### src/rtl/cex_snoop_pkg.sv
package cex_snoop_pkg;

   typedef enum logic [1:0] {
      LN_INV = 2'd0,
      LN_SHD = 2'd1,
      LN_CLN = 2'd2,
      LN_DRT = 2'd3
   } line_st_e;

endpackage

### src/rtl/cex_line_store.sv
module cex_line_store
   import cex_snoop_pkg::*;
#(
   parameter int LINES = 8,
   parameter int TAG_W = 13,
   localparam int IDX_W = $clog2(LINES)
) (
   input  logic             clk,
   input  logic             rst_n,
   input  logic [IDX_W-1:0] cpu_idx,
   input  logic             cpu_upd,
   input  line_st_e         cpu_nst,
   input  logic [TAG_W-1:0] cpu_ntag,
   input  logic [IDX_W-1:0] snp_idx,
   input  logic             snp_upd,
   input  line_st_e         snp_nst,
   output line_st_e         cpu_cst,
   output logic [TAG_W-1:0] cpu_ctag,
   output line_st_e         snp_cst,
   output logic [TAG_W-1:0] snp_ctag
);

   line_st_e         st_vec  [LINES];
   logic [TAG_W-1:0] tag_vec [LINES];

   for (genvar i = 0; i < LINES; i++) begin : g_line
      line_st_e         st_r;
      logic [TAG_W-1:0] tag_r;
      logic             cpu_sel;
      logic             snp_sel;

      assign cpu_sel = cpu_upd && (cpu_idx == IDX_W'(i));
      assign snp_sel = snp_upd && (snp_idx == IDX_W'(i));

      always_ff @(posedge clk) begin
         if (!rst_n) begin
            st_r  <= LN_INV;
            tag_r <= '0;
         end else if (cpu_sel) begin
            st_r  <= cpu_nst;
            tag_r <= cpu_ntag;
         end else if (snp_sel) begin
            st_r  <= snp_nst;
         end
      end

      assign st_vec[i]  = st_r;
      assign tag_vec[i] = tag_r;
   end

   assign cpu_cst  = st_vec[cpu_idx];
   assign cpu_ctag = tag_vec[cpu_idx];
   assign snp_cst  = st_vec[snp_idx];
   assign snp_ctag = tag_vec[snp_idx];

endmodule

### src/rtl/cex_snoop_path.sv
module cex_snoop_path
   import cex_snoop_pkg::*;
#(
   parameter int TAG_W = 13
) (
   input  logic             snp_rd,
   input  logic             snp_wr,
   input  logic [TAG_W-1:0] snp_tag,
   input  line_st_e         cur_st,
   input  logic [TAG_W-1:0] cur_tag,
   output logic             upd,
   output line_st_e         nxt_st,
   output logic             flush
);

   logic match;

   assign match = (cur_st != LN_INV) && (cur_tag == snp_tag);

   always_comb begin
      upd    = 1'b0;
      nxt_st = cur_st;
      flush  = 1'b0;
      if (match && snp_wr) begin
         upd    = 1'b1;
         nxt_st = LN_INV;
         flush  = (cur_st == LN_DRT);
      end else if (match && snp_rd) begin
         upd    = 1'b1;
         nxt_st = LN_SHD;
         flush  = (cur_st == LN_DRT);
      end
   end

endmodule

### src/rtl/cex_cpu_path.sv
module cex_cpu_path
   import cex_snoop_pkg::*;
#(
   parameter int TAG_W = 13
) (
   input  logic             req,
   input  logic             we,
   input  logic [TAG_W-1:0] tag,
   input  logic             fill_excl,
   input  line_st_e         cur_st,
   input  logic [TAG_W-1:0] cur_tag,
   output logic             hit,
   output line_st_e         seen_st,
   output logic             rd_miss,
   output logic             wr_miss,
   output logic             victim_dirty,
   output logic             upd,
   output line_st_e         nxt_st
);

   logic present;

   assign present = (cur_st != LN_INV) && (cur_tag == tag);
   assign seen_st = present ? cur_st : LN_INV;
   assign hit     = req && present;

   always_comb begin
      rd_miss      = 1'b0;
      wr_miss      = 1'b0;
      victim_dirty = 1'b0;
      upd          = 1'b0;
      nxt_st       = cur_st;
      if (req && !we) begin
         if (!present) begin
            rd_miss      = 1'b1;
            victim_dirty = (cur_st == LN_DRT);
            upd          = 1'b1;
            nxt_st       = fill_excl ? LN_CLN : LN_SHD;
         end
      end else if (req && we) begin
         upd    = 1'b1;
         nxt_st = LN_DRT;
         if (!present) begin
            wr_miss      = 1'b1;
            victim_dirty = (cur_st == LN_DRT);
         end else if (cur_st == LN_SHD) begin
            wr_miss = 1'b1;
         end
      end
   end

endmodule

### src/rtl/cex_snoop_ctrl.sv
module cex_snoop_ctrl
   import cex_snoop_pkg::*;
#(
   parameter int LINES  = 8,
   parameter int ADDR_W = 16,
   localparam int IDX_W = $clog2(LINES),
   localparam int TAG_W = ADDR_W - IDX_W
) (
   input  logic              clk,
   input  logic              rst_n,
   input  logic              cpu_req,
   input  logic              cpu_we,
   input  logic [ADDR_W-1:0] cpu_addr,
   input  logic              fill_excl,
   input  logic              snp_rd,
   input  logic              snp_wr,
   input  logic [ADDR_W-1:0] snp_addr,
   output logic              cpu_hit,
   output logic [1:0]        line_st,
   output logic              bus_rd_miss,
   output logic              bus_wr_miss,
   output logic [ADDR_W-1:0] bus_addr,
   output logic              evict_wb,
   output logic [ADDR_W-1:0] evict_addr,
   output logic              flush_wb
);

   if (LINES < 2 || (1 << IDX_W) != LINES) begin : g_bad_lines
      $error("LINES must be a power of two of at least 2");
   end
   if (TAG_W < 1) begin : g_bad_addr
      $error("ADDR_W must exceed the index width");
   end

   logic [IDX_W-1:0] c_idx, s_idx;
   logic [TAG_W-1:0] c_tag, s_tag;
   line_st_e         st_cpu_raw, st_snp_raw, snp_nst, cpu_base, cpu_nst, seen;
   logic [TAG_W-1:0] tag_cpu_raw, tag_snp_raw;
   logic             snp_upd, cpu_upd, victim_dirty, same_line;

   assign c_idx = cpu_addr[IDX_W-1:0];
   assign c_tag = cpu_addr[ADDR_W-1:IDX_W];
   assign s_idx = snp_addr[IDX_W-1:0];
   assign s_tag = snp_addr[ADDR_W-1:IDX_W];

   cex_line_store #(.LINES(LINES), .TAG_W(TAG_W)) u_store (
      .clk      (clk),
      .rst_n    (rst_n),
      .cpu_idx  (c_idx),
      .cpu_upd  (cpu_upd),
      .cpu_nst  (cpu_nst),
      .cpu_ntag (c_tag),
      .snp_idx  (s_idx),
      .snp_upd  (snp_upd),
      .snp_nst  (snp_nst),
      .cpu_cst  (st_cpu_raw),
      .cpu_ctag (tag_cpu_raw),
      .snp_cst  (st_snp_raw),
      .snp_ctag (tag_snp_raw)
   );

   cex_snoop_path #(.TAG_W(TAG_W)) u_snoop (
      .snp_rd  (snp_rd),
      .snp_wr  (snp_wr),
      .snp_tag (s_tag),
      .cur_st  (st_snp_raw),
      .cur_tag (tag_snp_raw),
      .upd     (snp_upd),
      .nxt_st  (snp_nst),
      .flush   (flush_wb)
   );

   // Snoop is ordered ahead of a same-cycle access to the same line.
   assign same_line = snp_upd && (s_idx == c_idx);
   assign cpu_base  = same_line ? snp_nst : st_cpu_raw;

   cex_cpu_path #(.TAG_W(TAG_W)) u_cpu (
      .req          (cpu_req),
      .we           (cpu_we),
      .tag          (c_tag),
      .fill_excl    (fill_excl),
      .cur_st       (cpu_base),
      .cur_tag      (tag_cpu_raw),
      .hit          (cpu_hit),
      .seen_st      (seen),
      .rd_miss      (bus_rd_miss),
      .wr_miss      (bus_wr_miss),
      .victim_dirty (victim_dirty),
      .upd          (cpu_upd),
      .nxt_st       (cpu_nst)
   );

   assign line_st    = seen;
   assign bus_addr   = cpu_addr;
   assign evict_wb   = victim_dirty;
   assign evict_addr = {tag_cpu_raw, c_idx};

   // Observation registers for the temporal checks below.
   logic              prv_xfill, prv_silent;
   logic [ADDR_W-1:0] prv_addr;
   always_ff @(posedge clk) begin
      if (!rst_n) begin
         prv_xfill  <= 1'b0;
         prv_silent <= 1'b0;
         prv_addr   <= '0;
      end else begin
         prv_xfill  <= bus_rd_miss && fill_excl;
         prv_silent <= cpu_req && cpu_we && (line_st == 2'd2);
         prv_addr   <= cpu_addr;
      end
   end

   assert_excl_fill_R2: assert property (@(posedge clk) disable iff (!rst_n)
      (prv_xfill && cpu_addr == prv_addr && !snp_rd && !snp_wr) |-> line_st == 2'd2);

   assert_silent_upgrade_R4: assert property (@(posedge clk) disable iff (!rst_n)
      (cpu_req && cpu_we && line_st == 2'd2) |-> !bus_wr_miss && !bus_rd_miss);

   assert_upgrade_dirty_R4: assert property (@(posedge clk) disable iff (!rst_n)
      (prv_silent && cpu_addr == prv_addr && !snp_rd && !snp_wr) |-> line_st == 2'd3);

   assert_read_hit_quiet_R3: assert property (@(posedge clk) disable iff (!rst_n)
      (cpu_hit && !cpu_we) |-> !bus_rd_miss && !bus_wr_miss && !evict_wb);

   assert_one_request_R12: assert property (@(posedge clk) disable iff (!rst_n)
      $onehot0({bus_rd_miss, bus_wr_miss}));

   assert_evict_with_miss_R12: assert property (@(posedge clk) disable iff (!rst_n)
      evict_wb |-> (bus_rd_miss || bus_wr_miss) && !cpu_hit);

   assert_flush_needs_snoop_R8: assert property (@(posedge clk) disable iff (!rst_n)
      flush_wb |-> (snp_rd || snp_wr));

endmodule

### config.mk
export PLATFORM = sky130hd
export DESIGN_NAME = cex_snoop_ctrl
export DESIGN_NICKNAME = d
export VERILOG_FILES = /design/src/rtl/cex_snoop_pkg.sv /design/src/rtl/cex_line_store.sv /design/src/rtl/cex_snoop_path.sv /design/src/rtl/cex_cpu_path.sv /design/src/rtl/cex_snoop_ctrl.sv
export SDC_FILE = /design/constraint.sdc
export NUM_CORES = 1
export LEC_CHECK = 0
export BUFFER_PORTS_ARGS = -buffer_cell sky130_fd_sc_hd__buf_2
export CAP_MARGIN = 10
export CORE_AREA = 5 5 134 136
export CTS_CLUSTER_DIAMETER = 80
export DETAILED_ROUTE_END_ITERATION = 7
export DIE_AREA = 0 0 139 141
export GPL_TIMING_DRIVEN = 0
export HOLD_SLACK_MARGIN = 0.08
export SYNTH_ARGS = -nofsm -noshare
export SYNTH_HDL_FRONTEND = slang
export SYNTH_SLANG_ARGS = --single-unit
### constraint.sdc
create_clock -name clk -period 9.7 [get_ports clk]
set_input_delay 0.485 -clock clk [delete_from_list [all_inputs] [get_ports clk]]
set_output_delay 0.485 -clock clk [all_outputs]
set_load 0.02 [all_outputs]
==> After elaboration in Yosys (flattened, before gate mapping) <==
Cells that the tools add are included.
{ "totals": {"input_bits": 39, "mem_count": 0, "mem_bits_rw": 0, "wordCells": 128, "rom_bits": 0, "latchBits": 0, "ff_bits": 120} }
{ "op_classes": {"n_reduce_logical": 37, "div_mod_pow": 0, "eq_ne": 20, "magnitude_cmp": 2, "shifts": 0, "muxes": 51, "n_bitwise": 2, "mul": 0, "add_sub_neg": 0} }
{ "ops": {"columns": ["cell", "n"], "rows": [
  ["13-bit binary-select mux with 3-bit select", 2],
  ["2-bit 2-to-1 mux", 28],
  ["13-bit 2-to-1 mux", 4],
  ["13-bit equality test", 2],
  ["3-bit equality test, second input constant", 8],
  ["1-bit logical AND", 24],
  ["2-bit nonzero test", 10],
  ["1-bit 2-to-1 mux", 15],
  ["2-bit binary-select mux with 3-bit select", 2],
  ["3-bit by 2-bit equality test with 1-bit output, second input constant", 4],
  ["4-bit >= comparator, second input constant", 2],
  ["3-bit NOT with 4-bit output", 2],
  ["3-bit by 1-bit equality test with 1-bit output, second input constant", 2],
  ["3-bit zero test", 2],
  ["2-bit equality test, second input constant", 2],
  ["3-bit equality test", 1],
  ["2-bit by 1-bit equality test with 1-bit output, second input constant", 1],
  ["1-bit zero test", 1]
]} }

==> Logic depth before layout (Yosys ltp) <==
{ "depth": {"ltp_word": 17, "ltp_mapped": 15, "mapped_depth_nobuf": 10} }

==> Modules after synthesis <==
A second synthesis with hierarchy kept.
{ "unflattened": {"cells_unflattened": 766, "area_unflattened_um2": 7521.0} }
{ "by_module_without_submodules": {"columns": ["mod", "n_inst", "area_each_um2", "cells_per_inst"], "rows": [
  ["cex_line_store", 1, 6790.3, 667],
  ["cex_cpu_path", 1, 304.0, 43],
  ["cex_snoop_path", 1, 229.0, 31],
  ["cex_snoop_ctrl", 1, 197.7, 25]
]} }

==> Least setup slack after synthesis <==
No wires, ideal clock.
{ "synth_path": {"path_type": "input port to output port", "from": "input cpu_addr[1]", "to": "output bus_rd_miss", "cell_stages": 12, "path_slack_ps": 5418, "t_required_ps": 9215, "t_arrival_ps": 3797, "n_path_buf": 3, "cell_sequence": "buf_6 > buf_4 > buf_4 > mux2i_1 > a32o_1 > a211oi_1 > xnor2_1 > nand2_1 > or4_4 > a311oi_1 > or3b_2 > nor2_1"} }
{ "synth_between": {"word_cells_on_any_way": 15, "cone_classes": "eq/ne: 2; mux: 9; bitwise: 1; reduce/logical: 3"} }
{ "synth_lines": {"columns": ["element", "line", "rtl"], "rows": [
  ["from (decl)", "cex_snoop_ctrl.sv:13", "input logic [ADDR_W-1:0] cpu_addr,"],
  ["3-bit NOT with 4-bit output (implied by the code)", "cex_line_store.sv:52", "assign cpu_ctag = tag_vec[cpu_idx];"],
  ["13-bit binary-select mux with 3-bit select", "cex_line_store.sv:52", null],
  ["13-bit 2-to-1 mux (implied by the code) (2 in series)", "cex_line_store.sv:52", null],
  ["via evict_addr[9]", "cex_snoop_ctrl.sv:24", "output logic [ADDR_W-1:0] evict_addr,"],
  ["13-bit equality test", "cex_cpu_path.sv:23", "assign present = (cur_st != LN_INV) && (cur_tag == tag);"],
  ["1-bit logical AND", "cex_cpu_path.sv:23", null],
  ["1-bit 2-to-1 mux", "cex_cpu_path.sv:34", "if (!present) begin"],
  ["1-bit 2-to-1 mux", "cex_cpu_path.sv:33", "if (req && !we) begin"],
  ["to (decl)", "cex_snoop_ctrl.sv:20", "output logic bus_rd_miss,"]
]} }
The timed path passes the listed nets, and every way through them passes these cells. The select of a mux whose other input is x is not followed.

==> Worst setup path in the final report <==
{ "layout_path": {"from": "input snp_addr[0]", "to": "output bus_rd_miss"} }
{ "layout_between": {"elab_chain_cells": 15, "word_cells_on_any_way": 23, "cone_classes": "eq/ne: 2; mux: 13; bitwise: 1; reduce/logical: 7"} }
{ "layout_lines": {"columns": ["element", "line", "rtl"], "rows": [
  ["from (decl)", "cex_snoop_ctrl.sv:17", "input logic [ADDR_W-1:0] snp_addr,"],
  ["3-bit NOT with 4-bit output (implied by the code)", "cex_line_store.sv:53, cex_line_store.sv:54", null],
  ["13-bit binary-select mux with 3-bit select / 2-bit binary-select mux with 3-bit select (equally long branches)", "cex_line_store.sv:54, cex_line_store.sv:53", null],
  ["13-bit 2-to-1 mux (implied by the code) / 2-bit 2-to-1 mux (equally long branches) (2 in series)", "cex_line_store.sv:54, cex_line_store.sv:53", null],
  ["13-bit equality test / 2-bit nonzero test (equally long branches)", "cex_snoop_path.sv:18", "assign match = (cur_st != LN_INV) && (cur_tag == snp_tag);"],
  ["1-bit logical AND", "cex_snoop_path.sv:18", null],
  ["1-bit logical AND", "cex_snoop_path.sv:28", "end else if (match && snp_rd) begin"],
  ["1-bit 2-to-1 mux", "cex_snoop_path.sv:28", null],
  ["1-bit 2-to-1 mux", "cex_snoop_path.sv:24", "if (match && snp_wr) begin"],
  ["1-bit logical AND", "cex_snoop_ctrl.sv:74", "assign same_line = snp_upd && (s_idx == c_idx);"],
  ["2-bit 2-to-1 mux (*)", "cex_snoop_ctrl.sv:75", "assign cpu_base = same_line ? snp_nst : st_cpu_raw;"],
  ["2-bit nonzero test (*)", "cex_cpu_path.sv:23", null],
  ["1-bit logical AND (*)", "cex_cpu_path.sv:23", null],
  ["1-bit 2-to-1 mux (*)", "cex_cpu_path.sv:34", null],
  ["1-bit 2-to-1 mux (*)", "cex_cpu_path.sv:33", null]
]} }
Mark *: on every way between the ends. The rest lies on a longest branch, timed or not. The select of a mux whose other input is x is not followed.

==> flow_metrics.tcl <==
set metrics [dict create \
    status "completed" \
    cts_tree "yes" \
    crit_path_max_fanout 10 \
    slowest_stage "buf_1" \
    port_buffers 60 \
    power_w 0.00137 \
    power.leakage_nw 3.29 \
    min_period_ps 5440 \
    synth-warning-count 0 \
    whs_ps 406 \
    firstDrtPassIters 7 \
    setup_viol 0 \
    fillers 1597 \
    final_cell_mix "mux2i_1 (158), nor2_1 (120), dfxtp_1 (120)" \
    ys_types 64 \
    die_h_um 141 \
    synth-edff-count 0 \
    setup_slack_ps 4260 \
    grt.total_usage 0.264 \
    grt_pass1_wl_um 38900 \
    core-area_um2 16800 \
    worst_path_largest_cell_delay_ps 670 \
    hold_buffers 0 \
    routed-via-count 6397 \
    first_global_vias 6240 \
    finalWirelength_um 26000 \
    powerDensity_nw_per_um2 162 \
    syn_avg_cell_area_um2 9.87 \
    fmax_mhz 184 \
    path_delay_family "simple AND/OR/NAND/NOR gates" \
    h-tree-depth 4 \
    ys_seq_area_frac 0.330 \
    fin_tns_setup_ps 0 \
    ant_nets 0 \
    drtIter0Drc 747 \
    final_common_cell "mux2i_1" \
    pin_count 78 \
    required_ps 9220 \
    clk_latency_ps 430 \
    irDropWorstVdd_uv 133 \
    insertedDiodeCount 0 \
    ys.flop_type "dfxtp_1" \
    drc 0 \
    post-place-ws_ps 4070 \
    drive_gt1_frac 0.242 \
    critical_path_arrival_ps 4960 \
    cts-root-buf "clkbuf_16" \
    cts_buffer_depth 2 \
    syn_area_um2 7290 \
    skew_ps 10.1 \
    hold_violations 0 \
    cts_setup_buffers 0 \
    gr-total-overflow 0 \
    critPathKind "in -> out" \
    postSynth.asyncResetShare 0 \
    vias_per_cell 6.06 \
    end_kind "output pin" \
    rsz0062_at_grt "no" \
    fin_util 0.504 \
    clock-sinks 120 \
    die_area_um2 19600 \
    avgRoutedWirePerCell_um 24.6 \
    antenna_found_initial 0 \
    start_kind "primary input" \
    path_buf_inv 4 \
    syn_to_final_growth_pct 16.3 \
    place.gp.congestion 0.943 \
    cts_resized 0 \
    nets 856 \
    path_cells "buf_2 -> buf_1 -> buf_1 -> nand3_1 -> o22ai_1 -> a221oi_1 -> xnor2_1 -> nand4_1 -> nor3_2 -> a311oi_1 -> or3b_2 -> nor2_1 -> buf_2" \
    cts_buffers 17 \
    synthCells 738 \
    die_w_um 139 \
    holdCritPathClass "in -> reg" \
    slew_viol_final 0 \
    drv_cap 0 \
    place_hpwl_um 17900 \
    slew_headroom 0.211 \
    ys_ff_latch 120 \
    fin_crit_sh 0.561 \
    syn_nets 777 \
    std_cell_rows 48 \
    worst_pin_slew_ps 1180 \
    start_util 0.433 \
    grt_start_max_net_pins 17 \
    clkTransAtPathRegs_ps 50 \
]
==> registers in the layout, indices dropped and copies added (netlist names) <==
signal                count
u_store.g_line.tag_r    104
u_store.g_line.st_r      16
==> synth_stat cells, types with 2 or more instances <==
master / count / area, µm²
a2111oi_0: 2 / 17.5
a211oi_1: 7 / 52.6
a21boi_0: 4 / 30.0
a21o_1: 5 / 37.5
a21oi_1: 15 / 75.1
a221oi_1: 2 / 17.5
a22oi_1: 11 / 82.6
a2bb2oi_1: 3 / 26.3
a31oi_1: 5 / 31.3
and2_1: 5 / 31.3
and3_1: 9 / 56.3
buf_1: 5 / 18.8
buf_2: 14 / 70.1
buf_4: 23 / 173
buf_6: 9 / 101
clkbuf_1: 31 / 116
clkinv_1: 3 / 11.3
dfxtp_1: 120 / 2400
inv_1: 9 / 33.8
mux2_2: 23 / 259
mux2i_1: 158 / 1580
mux4_2: 25 / 563
nand2_1: 15 / 56.3
nand2b_1: 8 / 50.1
nand3_1: 4 / 20.0
nand4_1: 5 / 31.3
nand4b_1: 2 / 17.5
nor2_1: 120 / 450
nor2b_1: 5 / 31.3
nor3_1: 2 / 10.0
nor3_4: 6 / 97.6
nor3b_1: 3 / 22.5
nor4_1: 2 / 12.5
nor4_4: 2 / 42.5
o21ai_0: 2 / 10.0
o21ai_1: 3 / 15.0
o221a_2: 2 / 22.5
o22a_1: 2 / 17.5
o22ai_1: 12 / 75.1
o2bb2ai_1: 4 / 35.0
o31ai_1: 4 / 30.0
o32ai_1: 2 / 17.5
or2_2: 2 / 12.5
xnor2_1: 13 / 114
xor2_1: 11 / 96.3
==> routing by layer <==
metal,up-vias,global-route usage,part of all wire
met2,386,0.423,0.46
met3,73,0.0539,0.090
met5,-,0,0
met4,0,0.112,0.039
met1,3116,0.350,0.41
li1,2822,-,-
==> power by group <==
group	total [W]	switching, W	internal [W]
combinational	0.000197	0.000124	0.0000725
clock	0.000663	0.000229	0.000434
sequential	0.000513	0.00000863	0.000505
==> cell families after synthesis <==
kind of cell | count (synthesis) | share of synthesized area
AND/OR/NAND/NOR | 197 | 0.138
XOR/XNOR | 24 | 0.0289
multiplexers | 207 | 0.333
flip-flops | 120 | 0.330
buffers and inverters | 94 | 0.0720
AO/OA/AOI/OAI | 96 | 0.0981
==> through the flow <==
stage / instance area, µm² / std cells
after CTS: 8470 / 1055
after global routing: 8470 / 1055
after detailed placement: 7870 / 1023
after floorplan: 7290 / 738
after global placement: 7870 / 1023
final: 8470 / 1055
==> tightest hold or removal path, cell delays in order <==
cell	delay, ps
buf_2	130
inv_1	90
a31oi_1	70
==> cell type report <==
cell class,count,area (µm²),area share
buffer,82,479,0.0566
clock buffer,23,458,0.0540
sequential,120,2400,0.284
tap,225,282,0.0332
multi-input combinational,524,4360,0.514
clock inverter,9,148,0.0174
inverter,12,45.0,0.00532
timing repair buffer,60,300,0.0354
==> path summary, 6_finish.rpt <==
path                                            start                                        to  slack, ps  cells after the start
max                                       snp_addr[0]                               bus_rd_miss       4260                     13
min                                            cpu_we    u_store.g_line[2].st_r[0]$_SDFFE_PN0P_        410                      3
max reg2reg  u_store.g_line[7].tag_r[10]$_SDFFE_PN0P_   u_store.g_line[0].tag_r[3]$_SDFFE_PN0P_       5230                     11
min reg2reg  u_store.g_line[5].tag_r[10]$_SDFFE_PN0P_  u_store.g_line[5].tag_r[10]$_SDFFE_PN0P_        510                      2
Power figures use the tool's default switching activity.
